===== config.mk =====
export PLATFORM = sky130hd
export DESIGN_NAME = rx_sym_order_align
export DESIGN_NICKNAME = d
export VERILOG_FILES = /design/src/rtl/rxso_pkg.sv /design/src/rtl/rxso_detect.sv /design/src/rtl/rxso_lane_shift.sv /design/src/rtl/rx_sym_order_align.sv
export SDC_FILE = /design/constraint.sdc
export NUM_CORES = 1
export LEC_CHECK = 0
export BUFFER_PORTS_ARGS = -buffer_cell sky130_fd_sc_hd__buf_2
export CAP_MARGIN = 5
export CORE_ASPECT_RATIO = 2
export CORE_MARGIN = 10
export CORE_UTILIZATION = 46
export CTS_BUF_LIST = sky130_fd_sc_hd__clkbuf_4 sky130_fd_sc_hd__clkbuf_8
export DETAILED_ROUTE_END_ITERATION = 10
export GPL_TIMING_DRIVEN = 0
export MAX_ROUTING_LAYER = met4
export PLACE_DENSITY = 0.76
export SYNTH_ARGS = -nofsm -noshare
export SYNTH_HDL_FRONTEND = slang
export SYNTH_HIERARCHICAL = 1
export SYNTH_SLANG_ARGS = --single-unit

===== constraint.sdc =====
create_clock -name clk -period 2.3 [get_ports clk]
set_input_delay 0.575 -clock clk [delete_from_list [all_inputs] [get_ports clk]]
set_output_delay 0.575 -clock clk [all_outputs]
set_load 0.01 [all_outputs]

===== src/rtl/rxso_pkg.sv =====
// Package rxso_pkg
// Shared definitions for the receive symbol order aligner.
// Assumes a word of exactly two symbols, lower lane first in time.
package rxso_pkg;

    typedef enum logic [0:0] {
        ORD_AUTO   = 1'b0,
        ORD_MANUAL = 1'b1
    } ord_mode_e;

    localparam int unsigned LANES    = 2;
    localparam int unsigned LANE_LO  = 0;
    localparam int unsigned LANE_HI  = 1;

endpackage


===== src/rtl/rxso_detect.sv =====
// Module rxso_detect
// Decides in the current cycle whether an ordering event happens.
// It compares the pattern against both lanes, applies the mode rules
// and keeps the manual-mode arm bit. The arm bit is set by any cycle
// with the enable low and cleared by a manual ordering event.
// Assumes the offset indication comes from the lane shifter.
module rxso_detect
    import rxso_pkg::*;
#(
    parameter int unsigned SYM_W = 10
) (
    input  logic             clk,
    input  logic             rst_n,
    input  logic             in_valid,
    input  logic [SYM_W-1:0] in_lo,
    input  logic [SYM_W-1:0] in_hi,
    input  logic [SYM_W-1:0] pattern,
    input  ord_mode_e        mode,
    input  logic             enable,
    input  logic             shifted,
    output logic             hit
);

    localparam int unsigned WORD_W = LANES * SYM_W;

    logic [WORD_W-1:0] word;
    logic [LANES-1:0]  lane_match;
    logic              armed_q;
    logic              permit;

    assign word = {in_hi, in_lo};

    // One comparator per lane against the programmed pattern.
    generate
        for (genvar l = 0; l < LANES; l++) begin : g_lane_cmp
            assign lane_match[l] = (word[l*SYM_W +: SYM_W] == pattern);
        end
    endgenerate

    // Mode gate: automatic always permits, manual needs an armed enable.
    always_comb begin
        permit = (mode == ORD_AUTO) || (enable && armed_q);
    end

    // Event: misplaced pattern at zero offset on a valid word.
    always_comb begin
        hit = in_valid && !shifted && lane_match[LANE_HI]
              && !lane_match[LANE_LO] && permit;
    end

    // Arm bit: a low enable arms, a manual event consumes the arm.
    always_ff @(posedge clk) begin
        if (!rst_n) begin
            armed_q <= 1'b0;
        end else if (!enable) begin
            armed_q <= 1'b1;
        end else if (hit && (mode == ORD_MANUAL)) begin
            armed_q <= 1'b0;
        end
    end

    p_manual_idle_r8: assert property (@(posedge clk) disable iff (!rst_n)
        (mode == ORD_MANUAL && !enable) |-> !hit);

    p_lower_lane_r6: assert property (@(posedge clk) disable iff (!rst_n)
        (in_valid && in_lo == pattern) |-> !hit);

    p_sticky_r10: assert property (@(posedge clk) disable iff (!rst_n)
        shifted |-> !hit);

    p_idle_cycle_r11: assert property (@(posedge clk) disable iff (!rst_n)
        !in_valid |-> !hit);

endmodule


===== src/rtl/rxso_lane_shift.sv =====
// Module rxso_lane_shift
// Registered datapath: pass-through at zero offset, pad insertion on an
// event, and a one-symbol carry afterwards. It also registers valid and
// the event flag so that all outputs share one cycle of latency.
// Assumes hit is only raised on a valid word at zero offset.
module rxso_lane_shift #(
    parameter int unsigned SYM_W = 10
) (
    input  logic             clk,
    input  logic             rst_n,
    input  logic             in_valid,
    input  logic [SYM_W-1:0] in_lo,
    input  logic [SYM_W-1:0] in_hi,
    input  logic [SYM_W-1:0] pad,
    input  logic             hit,
    output logic [SYM_W-1:0] out_lo,
    output logic [SYM_W-1:0] out_hi,
    output logic             out_valid,
    output logic             flag,
    output logic             shifted
);

    logic             shift_q;
    logic [SYM_W-1:0] held_q;
    logic [SYM_W-1:0] nxt_lo;
    logic [SYM_W-1:0] nxt_hi;
    logic [SYM_W-1:0] nxt_held;
    logic             nxt_shift;

    assign shifted = shift_q;

    // Next-word selection for the three datapath cases.
    always_comb begin
        nxt_lo    = in_lo;
        nxt_hi    = in_hi;
        nxt_held  = held_q;
        nxt_shift = shift_q;
        if (hit) begin
            nxt_hi    = pad;
            nxt_held  = in_hi;
            nxt_shift = 1'b1;
        end else if (shift_q) begin
            nxt_lo   = held_q;
            nxt_hi   = in_lo;
            nxt_held = in_hi;
        end
    end

    // Offset state and held symbol advance only on valid words.
    always_ff @(posedge clk) begin
        if (!rst_n) begin
            shift_q <= 1'b0;
            held_q  <= '0;
        end else if (in_valid) begin
            shift_q <= nxt_shift;
            held_q  <= nxt_held;
        end
    end

    // Output word register, loaded on valid words.
    always_ff @(posedge clk) begin
        if (!rst_n) begin
            out_lo <= '0;
            out_hi <= '0;
        end else if (in_valid) begin
            out_lo <= nxt_lo;
            out_hi <= nxt_hi;
        end
    end

    // Valid and event flag pipeline, one stage.
    always_ff @(posedge clk) begin
        if (!rst_n) begin
            out_valid <= 1'b0;
            flag      <= 1'b0;
        end else begin
            out_valid <= in_valid;
            flag      <= hit && in_valid;
        end
    end

    p_valid_latency_r3: assert property (@(posedge clk) disable iff (!rst_n)
        in_valid |=> out_valid);

    p_valid_gap_r3: assert property (@(posedge clk) disable iff (!rst_n)
        !in_valid |=> !out_valid);

    p_carry_r5: assert property (@(posedge clk) disable iff (!rst_n)
        (shift_q && in_valid) |=> (out_lo == $past(held_q)) && (out_hi == $past(in_lo)));

    p_offset_kept_r10: assert property (@(posedge clk) disable iff (!rst_n)
        shift_q |=> shift_q);

    p_hold_on_gap_r11: assert property (@(posedge clk) disable iff (!rst_n)
        !in_valid |=> $stable(held_q) && $stable(shift_q));

endmodule


===== src/rtl/rx_sym_order_align.sv =====
// Module rx_sym_order_align
// Top of the receive symbol order aligner. It splits the word into lanes,
// decides on ordering events and drives the shifted datapath.
// Assumes a two-symbol word with the lower lane first in time, and
// configuration inputs that are stable while traffic flows.
module rx_sym_order_align
    import rxso_pkg::*;
#(
    parameter int unsigned SYM_W = 10
) (
    input  logic                   clk,
    input  logic                   rst_n,
    input  logic [2*SYM_W-1:0]     in_data,
    input  logic                   in_valid,
    input  logic [SYM_W-1:0]       cfg_pattern,
    input  logic [SYM_W-1:0]       cfg_pad,
    input  logic                   cfg_manual,
    input  logic                   order_en,
    output logic [2*SYM_W-1:0]     out_data,
    output logic                   out_valid,
    output logic                   order_flag
);

    logic [SYM_W-1:0] in_lo;
    logic [SYM_W-1:0] in_hi;
    logic [SYM_W-1:0] out_lo;
    logic [SYM_W-1:0] out_hi;
    logic             hit;
    logic             shifted;
    ord_mode_e        mode;

    // Lane split and mode decode.
    always_comb begin
        in_lo = in_data[SYM_W-1:0];
        in_hi = in_data[2*SYM_W-1:SYM_W];
        mode  = cfg_manual ? ORD_MANUAL : ORD_AUTO;
    end

    rxso_detect #(
        .SYM_W (SYM_W)
    ) u_detect (
        .clk      (clk),
        .rst_n    (rst_n),
        .in_valid (in_valid),
        .in_lo    (in_lo),
        .in_hi    (in_hi),
        .pattern  (cfg_pattern),
        .mode     (mode),
        .enable   (order_en),
        .shifted  (shifted),
        .hit      (hit)
    );

    rxso_lane_shift #(
        .SYM_W (SYM_W)
    ) u_shift (
        .clk       (clk),
        .rst_n     (rst_n),
        .in_valid  (in_valid),
        .in_lo     (in_lo),
        .in_hi     (in_hi),
        .pad       (cfg_pad),
        .hit       (hit),
        .out_lo    (out_lo),
        .out_hi    (out_hi),
        .out_valid (out_valid),
        .flag      (order_flag),
        .shifted   (shifted)
    );

    assign out_data = {out_hi, out_lo};

    p_flag_valid_r7: assert property (@(posedge clk) disable iff (!rst_n)
        order_flag |-> out_valid);

    p_flag_single_r7: assert property (@(posedge clk) disable iff (!rst_n)
        order_flag |=> !order_flag);

    p_pad_word_r4: assert property (@(posedge clk) disable iff (!rst_n)
        hit |=> order_flag && (out_data[2*SYM_W-1:SYM_W] == $past(cfg_pad))
                && (out_data[SYM_W-1:0] == $past(in_data[SYM_W-1:0])));

endmodule


-- Word level (Yosys, flattened, before mapping)
Cells that the tools add are included.
- flip-flop bits (word level): 34
- input bits: 45
- output and inout bits: 22
- word-level logic and storage cells: 33
- equality and inequality tests: 3
- muxes and demuxes: 9
- bitwise gates (word level): 1
- reductions and logical operators: 13
- operators by type and width (operator ; count):
    2-to-1 mux 10 bit ; 6
    == test 10 bit ; 2
    logical AND 1 bit ; 7
    AND reduction 2 bit ; 2
    2-to-1 mux 1 bit ; 3
    logical NOT 1 bit ; 2
    inequality test 2 x 1 -> 1 bit, second input constant ; 1
    nonzero test 2 bit ; 1
    logical OR 1 bit ; 1
    NOT 1 bit ; 1

-- Longest topological paths before layout
Gate-level depths: netlist of the first run.
- word-level depth: 8
- gate-level depth with buffers: 7
- gate-level depth less buffers: 6

-- Modules after synthesis
The synthesis of the first run kept the hierarchy.
- modules (own cells, without submodules) (module ; times used ; cells each ; area an instance (um^2) ; seq. area each (um^2)):
    rxso_lane_shift ; 1 ; 167 ; 1585.3 ; 660.6
    rxso_detect ; 1 ; 39 ; 319.1 ; 20.0

-- Least setup slack after synthesis of the first run
No wires, ideal clock.
- kind: input to register
- from: input port in_data[16]
- to: register u_shift.out_hi[0]
- library setup time: 0.133 ns
- data arrival time: 2.205 ns
- data required time: 2.167 ns
- setup slack: -0.037 ns
- stages on the path: 7
- path buffers: 1
- cells stage by stage: xor2_1 -> nor4_1 -> nand4_1 -> a2111oi_2 -> buf_4 -> nand3b_4 -> o221ai_1
- cells in the longest elaborated chain, start to end: 5
- RTL lines (what ; RTL line ; RTL):
    start, declared ; rx_sym_order_align.sv:13 ; input logic [2*SYM_W-1:0] in_data,
    == test 10 bit ; rxso_detect.sv:36 ; assign lane_match[l] = (word[l*SYM_W +: SYM_W] == pattern);
    logical AND 1 bit ; rxso_detect.sv:47 ; hit = in_valid && !shifted && lane_match[LANE_HI]
    logical AND 1 bit (2 in a row) ; rxso_detect.sv:48 ; && !lane_match[LANE_LO] && permit;
    named net hit ; rx_sym_order_align.sv:28 ; logic hit;
    2-to-1 mux 10 bit ; rxso_lane_shift.sv:38 ; if (hit) begin
    end signal, assigned ; rxso_lane_shift.sv:67 ; out_hi <= nxt_hi;
    end, declared ; rxso_lane_shift.sv:17 ; output logic [SYM_W-1:0] out_hi,
The timed path passes the listed nets, and every way through them passes these cells.
A chain may end at the register's enable or synchronous reset.

-- Worst setup path after layout of the first run
- from: input port in_data[16]
- to: register u_shift.out_hi[9]
Same word-level chain as after synthesis.

==> impl_metrics.json, run 1 <==
{
  "antenna_found_initial": 0,
  "drive_above_1_share": 0.3475,
  "slowest_stage": "a2111oi_4",
  "syn_area_um2": 1904,
  "vias": 1816,
  "critPathLaunchType": "input port",
  "slew_headroom": 0.6792,
  "grt_pass1_vias": 2086,
  "yosys-top-cells-count": "dfxtp_1, nand2_1, mux2i_1",
  "clock_latency_ns": 0.29,
  "dp_hpwl_um": 4750,
  "groute.usage.overall": 0.1670,
  "holdWs_ns": 0.4637,
  "reg2reg_from": "u_shift/shifted$_SDFFE_PN0P_",
  "cts.sinks": 34,
  "p_leak_nw": 1.112,
  "async_reset_ff_frac": 0,
  "place_congestion": 0.9163,
  "ys_seq_area_frac": 0.3574,
  "drv_cap": 0,
  "crit_required_ns": 2.46,
  "fin_skew_ns": 0.007387,
  "ios": 67,
  "rows": 33,
  "timing.critical_path.to_type": "register",
  "finalWirelength_um": 5819,
  "vias_per_cell": 5.437,
  "synth_edf_count": 0,
  "drt-pass1-iter-count": 4,
  "crit_chain": "buf_2 > xor2_1 > nor4_2 > nand4_1 > a2111oi_4 > buf_4 > nand3b_4 > o221ai_1",
  "hold_class": "register to register",
  "fin_tns_setup_ns": 0,
  "grt_max_degree": 12,
  "cts_tree": "yes",
  "setup_viol": 0,
  "power_density_nw_per_um2": 544.5,
  "cts-root-buf": "clkbuf_8",
  "synth_top_area_cell": "dfxtp_1",
  "cts_buffers": 5,
  "nFillCells": 412,
  "fmax_mhz": 450.5,
  "yosysMostFrequentCell": "dfxtp_1",
  "final_area_um2": 2435,
  "start_util": 0.4706,
  "yosysTopAreaCellShare": 0.3574,
  "multiInputGateArea_um2": 1114,
  "period_needed_ns": 2.220,
  "first_iter_violations": 44,
  "critical_path_class": "input port to register",
  "drc_errors": 0,
  "critPathBufInv": 2,
  "ant_nets": 0,
  "rsz0062_at_grt": "true",
  "core_um2": 4046,
  "grt_pass1_wl_um": 9508,
  "status": "completed",
  "clk_pin_slew_ns": 0.08,
  "diodes": 0,
  "ys.flop_type": "dfxtp_1",
  "syn-num-nets": 251,
  "syn_area_per_cell_um2": 9.244,
  "yosysWarnings": 6,
  "seqCellArea_um2": 680.7,
  "ir_worst_vdd_mv": 0.4261,
  "worstHoldStart": "u_shift/held_q[9]$_SDFFE_PN0P_",
  "postPlaceCellArea_um2": 2312,
  "critPathArrivalTime_ns": 2.37,
  "final.period_utilization": 0.9650,
  "place_inst": 324,
  "areaGrowthSynthToFinish_pct": 27.86,
  "port-buffer-count": 66,
  "ys_seq_elements": 34,
  "die_h_um": 111.0,
  "drv_slew": 0,
  "holdBufCountCts": 0,
  "cp_top_family": "simple AND/OR/NAND/NOR gates",
  "finalNetCount": 326,
  "synth_cell_types": 34,
  "final_cells": 334,
  "synth.area.top_cells": "dfxtp_1, mux2i_1, nand2_1, xnor2_1, nand3b_1",
  "max_stage_delay_ns": 0.35,
  "crit_fanout": 10,
  "power_mw": 1.326,
  "cts_htree_levels": 2,
  "wire_per_inst_um": 17.42,
  "crit_start": "in_data[16]",
  "die-area_um2": 7269,
  "worst_pin_slew_ns": 0.4812,
  "grt_overflow_total": 0,
  "hold_viol_final": 0,
  "syn_inst": 206,
  "clock_path_buffers": 2,
  "die_width_um": 65.50
}
[final timing paths]
path	endpoint	depth (start not counted)	slack [ns]
max reg2reg	u_shift/out_hi[9]$_SDFFE_PN0P_	7	0.38
max	u_shift/out_hi[9]$_SDFFE_PN0P_	8	0.08
min	u_shift/held_q[9]$_SDFFE_PN0P_	2	0.46
min reg2reg	u_shift/held_q[9]$_SDFFE_PN0P_	2	0.46
[flip-flops by register name, summed over array words and instances (netlist names)]
| register | count |
|---|---|
| u_shift/out_valid | 1 |
| u_shift/flag | 1 |
| u_shift/held_q | 10 |
| u_shift/out_hi | 10 |
| u_detect/armed_q | 1 |
| u_shift/shifted | 1 |
| u_shift/out_lo | 10 |
[power by group]
part / internal (mW) / switching, mW / leakage (nW)
clock network: 0.241 / 0.224 / 0.0472
registers: 0.613 / 0.0102 / 0.279
logic: 0.105 / 0.133 / 0.786
[cell usage in the layout (no fill, tap or decap), drive strengths merged]
cell type and count:
o21ai 11, nand3b 12, clkinv 1, and2 1, inv 11, nor4 2, mux2i 20, nand2b 2
nand4 5, nor4b 1, and4bb 2, nor4bb 8, nand3 1, o211ai 1, buf 82, clkinvlp 1
a2111oi 1, o41a 1, a311oi 10, and3 1, xnor2 13, nor2 2, a21oi 1, o221ai 9
nand2 32, xor2 7, nor2b 1, dfxtp 34, a21boi 1, clkbuf 8
[cell families (layout without fill, tap and decap cells)]
kind of cell              after synthesis  after routing  synth area share
and+or+nand+nor                        70             70            0.2273
buffers and inverters                  27            103           0.07096
muxes                                  20             20            0.1051
xor gates and xnor gates               20             20           0.09199
DFF                                    34             34            0.3574
AOI/OAI and AO/OA                      35             35            0.1472
[per-layer routing]
layer	vias up	track usage	routed length, µm
met1	856	0.1500	2115
met4	0	0.08908	157
li1	893	-	-
met3	12	0.03340	240
met2	55	0.3078	3306
met5	-	-	0
[through the flow]
step | setup slack [ns] | utilization
after global routing | -0.08628 | 0.6017
after global placement | -0.3934 | 0.5714
final | 0.08048 | 0.6017
after floorplan | 0.07612 | -
after detailed placement | -0.4263 | 0.5714
after CTS | 0.05742 | 0.5968
[worst reg2reg max path: cells and delay by family, from the launching register on]
family	cells	cell delay, ns
and+or+nand+nor	4	0.69
AOI/OAI and AO/OA	2	0.50
DFF	1	0.35
buffers and inverters	1	0.25
[what timing repair did]
item | 4_1_cts | 5_1_grt
buffers inserted | 1 | 1
gates cloned | 0 | 0
pin swaps | 1 | 1
gates resized for setup | 0 | 2
endpoints found under the setup margin | 15 | 30
[final cells by class]
| cell class | count | share of cell area |
|---|---|---|
| inverter | 11 | 0.01696 |
| multi-input combinational | 145 | 0.4573 |
| clock buffer | 6 | 0.03392 |
| buffer | 16 | 0.03854 |
| sequential | 34 | 0.2795 |
| timing repair buffer | 68 | 0.1418 |
| clock inverter | 2 | 0.005139 |
| tap | 52 | 0.02672 |
No activity file was read; power rests on OpenSTA's default activity.
==> inputs of run 2 (changes only) <==
- CORE_UTILIZATION: 46 -> 55
- PLACE_DENSITY: 0.76 -> 0.85
- clock period: 2.3 -> 2.7 ns (I/O delays scaled with it)
==> impl_metrics.json, run 2 (synthesis results as in run 1) <==
{
  "cts.sinks": 34,
  "holdWs_ns": 0.4562,
  "groute.usage.overall": 0.1873,
  "seqPwrFrac": 0.472,
  "grt_pass1_wl_um": 8832,
  "slew_headroom": 0.6246,
  "grt_overflow_total": 0,
  "areaGrowthSynthToFinish_pct": 25.10,
  "cts_buffers": 5,
  "pwr-share-comb": 0.177,
  "critPathLaunchType": "input port",
  "ant_nets": 0,
  "netSwitchingFraction": 0.2642,
  "fin_skew_ns": 0.002861,
  "clock_path_buffers": 2,
  "crit_required_ns": 2.86,
  "clkPwrFrac": 0.351,
  "layout_common_cells": "buf_2, dfxtp_1, nand2_1",
  "critPathBufInv": 2,
  "grt_max_degree": 11,
  "hold_viol_final": 0,
  "critical_path_class": "input port to register",
  "start_util": 0.5637,
  "vias_per_cell": 5.843,
  "cp_top_family": "simple AND/OR/NAND/NOR gates",
  "ios": 67,
  "clk_pin_slew_ns": 0.07,
  "crit_cells": 8,
  "critPathArrivalTime_ns": 2.65,
  "grt_pass1_vias": 1980,
  "slowest_stage": "a2111oi_4",
  "final_common_cell": "buf_2",
  "finalWirelength_um": 5526,
  "place_congestion": 0.9865,
  "port-buffer-count": 66,
  "max_stage_delay_ns": 0.52,
  "finalNetCount": 324,
  "cts-root-buf": "clkbuf_8",
  "rows": 30,
  "drt-pass1-iter-count": 4,
  "power_mw": 1.124,
  "ir_worst_vdd_mv": 0.3787,
  "hold_path_depth": 2,
  "die-area_um2": 6359,
  "final.period_utilization": 0.9234,
  "r2r_cells": 7,
  "first_iter_violations": 48,
  "drive_above_1_share": 0.3357,
  "holdBufCountCts": 0,
  "hold_class": "register to register",
  "clock_latency_ns": 0.28,
  "die_h_um": 103.2,
  "largestRegisters": "u_shift/held_q x10, u_shift/out_hi x10, u_shift/out_lo x10",
  "vias": 1823,
  "crit_fanout": 10,
  "cts_htree_levels": 2,
  "dp_hpwl_um": 4524,
  "core_um2": 3378,
  "wire_per_inst_um": 17.71,
  "drc_errors": 0,
  "antenna_found_initial": 0,
  "rsz0062_at_grt": "false",
  "power_density_nw_per_um2": 471.9,
  "p_switching_mw": 0.2970,
  "diodes": 0,
  "p_leak_nw": 1.105,
  "die_width_um": 61.61,
  "drv_slew": 0,
  "worst_pin_slew_ns": 0.5579,
  "period_needed_ns": 2.493,
  "cts_tree": "yes",
  "setup_viol": 0,
  "timing.critical_path.to_type": "register",
  "fmax_mhz": 401.1,
  "crit_chain": "buf_2 > xor2_1 > nor4_1 > nand4_1 > a2111oi_4 > buf_4 > nand3b_4 > o221ai_1",
  "drv_cap": 0,
  "status": "completed",
  "p_int_mw": 0.8271
}
run 2: final cells by class:
cell class | count | area, µm²
flip-flops and latches | 34 | 680.7
plain buffers | 16 | 93.84
inverters | 11 | 41.29
clock buffers | 7 | 90.09
multi-input cells | 145 | 1101
repair buffers | 66 | 330.3
fillers | 296 | 996.0
clock inverters | 1 | 5.005
well taps | 32 | 40.04
run 2: repair_timing:
action	4_1_cts	5_1_grt
setup endpoints to repair	0	16
setup buffers	0	0
gates resized for setup	0	1
run 2: power groups by stage:
stage | Sequential, mW | Combinational, mW | Clock, mW
3_3_place_gp | 0.542 | 0.195 | 0
5_1_grt | 0.533 | 0.218 | 0.429
3_5_place_dp | 0.543 | 0.196 | 0
4_1_cts | 0.531 | 0.198 | 0.403
2_1_floorplan | 0.553 | 0.0943 | 0
6_report | 0.531 | 0.198 | 0.395
run 2: routing by layer:
layer  global-route usage  routed length, µm  vias to the layer above
li1                     -                  -                      890
met4              0.08997                176                        0
met3              0.03301                267                       14
met1               0.1823               1924                      862
met2               0.3376               3157                       57
met5                    -                  0                        -
run 2: per-stage QoR:
step	util	area (µm²)	instances	setup WS, ns	setup TNS (ns)
final	0.7052	2382	312	0.2068	0
after detailed placement	0.6733	2275	304	-0.2757	-4.139
after floorplan	-	1904	206	0.2626	0
after global routing	0.7052	2382	312	0.07667	0
after CTS	0.7015	2370	312	0.0006612	0
after global placement	0.6733	2275	304	-0.3067	-4.935
run 2: worst min-delay path: stages, from the launching register on:
cell and delay (ns):
dfxtp_1 0.31, nand2_1 0.05, mux2i_1 0.05
run 2: worst paths after layout:
check	slack, ns	end	start
max	0.21	u_shift/out_hi[5]$_SDFFE_PN0P_	in_data[16]
min reg2reg	0.46	u_shift/held_q[9]$_SDFFE_PN0P_	u_shift/held_q[9]$_SDFFE_PN0P_
max reg2reg	0.58	u_shift/out_hi[5]$_SDFFE_PN0P_	u_shift/shifted$_SDFFE_PN0P_
min	0.46	u_shift/held_q[9]$_SDFFE_PN0P_	u_shift/held_q[9]$_SDFFE_PN0P_
==> inputs of run 3 (changes only) <==
- CORE_MARGIN: 10 -> 4
- GPL_TIMING_DRIVEN: 0 -> 1
==> impl_metrics.json, run 3 (synthesis results as in run 1) <==
{
  "wire_per_inst_um": 15.62,
  "cts_buffers": 5,
  "areaGrowthSynthToFinish_pct": 23.06,
  "crit_fanout": 5,
  "fin_tns_setup_ns": 0,
  "period_needed_ns": 2.330,
  "cts-root-buf": "clkbuf_8",
  "groute.usage.overall": 0.2247,
  "status": "completed",
  "dp_hpwl_um": 3561,
  "hold_class": "register to register",
  "vias_per_cell": 5.807,
  "first_iter_violations": 35,
  "p_int_mw": 0.8249,
  "antenna_found_initial": 0,
  "final_common_cell": "buf_2",
  "crit_chain": "buf_2 > xor2_1 > nor4_1 > nand4_1 > a2111oi_2 > buf_4 > and4bb_1 > a311oi_1",
  "grt_overflow_total": 0,
  "rsz0062_at_grt": "false",
  "netSwitchingFraction": 0.2592,
  "largestRegisters": "u_shift/held_q x10, u_shift/out_hi x10, u_shift/out_lo x10",
  "slew_headroom": 0.6645,
  "reg2reg_from": "u_shift/shifted$_SDFFE_PN0P_",
  "drv_cap": 0,
  "cts.repair.resized": 0,
  "cts.sinks": 34,
  "drv_slew": 0,
  "slowest_stage": "a2111oi_2",
  "p_switching_mw": 0.2886,
  "port-buffer-count": 66,
  "die_h_um": 91.22,
  "clock_latency_ns": 0.28,
  "seqPwrFrac": 0.477,
  "pwr-share-comb": 0.172,
  "cts_htree_levels": 2,
  "final.period_utilization": 0.8629,
  "clkPwrFrac": 0.351,
  "fin_skew_ns": 0.004303,
  "place_congestion": 0.8717,
  "critical_path_class": "input port to register",
  "grt_pass1_wl_um": 7893,
  "drive_above_1_share": 0.3260,
  "drt-pass1-iter-count": 4,
  "power_density_nw_per_um2": 475.1,
  "timing.critical_path.to_type": "register",
  "holdBufCountCts": 0,
  "drc_errors": 0,
  "hold_viol_final": 0,
  "core_um2": 3378,
  "worst_pin_slew_ns": 0.4987,
  "post_cts_buffers": 0,
  "ios": 67,
  "cts_tree": "yes",
  "seqCellArea_um2": 680.7,
  "diodes": 0,
  "crit_required_ns": 2.89,
  "grt_max_degree": 48,
  "worstHoldStart": "u_shift/held_q[2]$_SDFFE_PN0P_",
  "die_width_um": 49.61,
  "p_leak_nw": 1.085,
  "finalWirelength_um": 4764,
  "clk_pin_slew_ns": 0.07,
  "start_util": 0.5637,
  "multiInputGateArea_um2": 1089,
  "finalNetCount": 317,
  "layout_common_cells": "buf_2, dfxtp_1, nand2_1",
  "clock_path_buffers": 2,
  "grt_pass1_vias": 1808,
  "fmax_mhz": 429.2,
  "setup_viol": 0,
  "rows": 30,
  "critPathLaunchType": "input port",
  "ant_nets": 0,
  "nFillCells": 295,
  "final_area_um2": 2344,
  "ir_worst_vdd_mv": 0.4412,
  "max_stage_delay_ns": 0.44,
  "die-area_um2": 4525,
  "vias": 1771,
  "critPathArrivalTime_ns": 2.52,
  "postPlaceCellArea_um2": 2248,
  "crit_start": "in_data[16]"
}
-- run 3: cell types whose count changed in the layout (fill, tap and decap cells not counted) --
cell,delta
buf_2,-9
buf_4,+5
clkbuf_1,-2
a2111oi_2,+1
a2111oi_4,-1
buf_6,-1
-- run 3: path summary, 6_finish.rpt --
check                           depth (start not counted)  slack, ns                        endpoint
worst min register to register                          2       0.46  u_shift/held_q[2]$_SDFFE_PN0P_
worst max-delay path                                    8       0.37  u_shift/out_lo[0]$_SDFFE_PN0P_
worst max register to register                          7       0.77  u_shift/out_lo[0]$_SDFFE_PN0P_
worst min-delay path                                    2       0.46  u_shift/held_q[2]$_SDFFE_PN0P_
-- run 3: final cells by class --
class                   count  area share
clock buffers               7     0.03844
clock inverters             1    0.002136
inverters                  11     0.01762
multi-input cells         145      0.4645
flip-flops and latches     34      0.2904
well taps                  32     0.01708
repair buffers             75      0.1698
-- run 3: metrics by stage --
step / utilization / setup WS, ns / power [mW] / hold slack [ns] / std cells
final: 0.6937 / 0.3703 / 1.114 / 0.4640 / 305
after global routing: 0.6937 / 0.1599 / 1.168 / 0.4813 / 305
after CTS: 0.6937 / 0.4050 / 1.120 / 0.4641 / 305
after detailed placement: 0.6656 / 0.1162 / 0.7318 / 0.4519 / 297
after global placement: 0.6656 / 0.1470 / 0.7283 / 0.4421 / 297
after floorplan: - / 0.2626 / 0.6469 / 0.4335 / 206
-- run 3: power by group through the flow --
stage	clock, mW	sequential, mW	combinational, mW
2_1_floorplan	0	0.553	0.0943
3_3_place_gp	0	0.542	0.186
3_5_place_dp	0	0.543	0.189
4_1_cts	0.398	0.531	0.191
5_1_grt	0.426	0.533	0.209
6_report	0.391	0.531	0.191
-- run 3: worst max-delay path: cells and delay by family --
kind / cells / cell delay [ns]
buffers and inverters: 2 / 0.34
xor gates and xnor gates: 1 / 0.18
and+or+nand+nor: 3 / 0.66
AOI/OAI and AO/OA: 2 / 0.66
-- run 3: per-layer routing --
| metal | part of all wire | track usage |
|---|---|---|
| met5 | 0 | - |
| met4 | 0.029 | 0.1224 |
| met3 | 0.057 | 0.03612 |
| met2 | 0.53 | 0.3938 |
| met1 | 0.38 | 0.2312 |
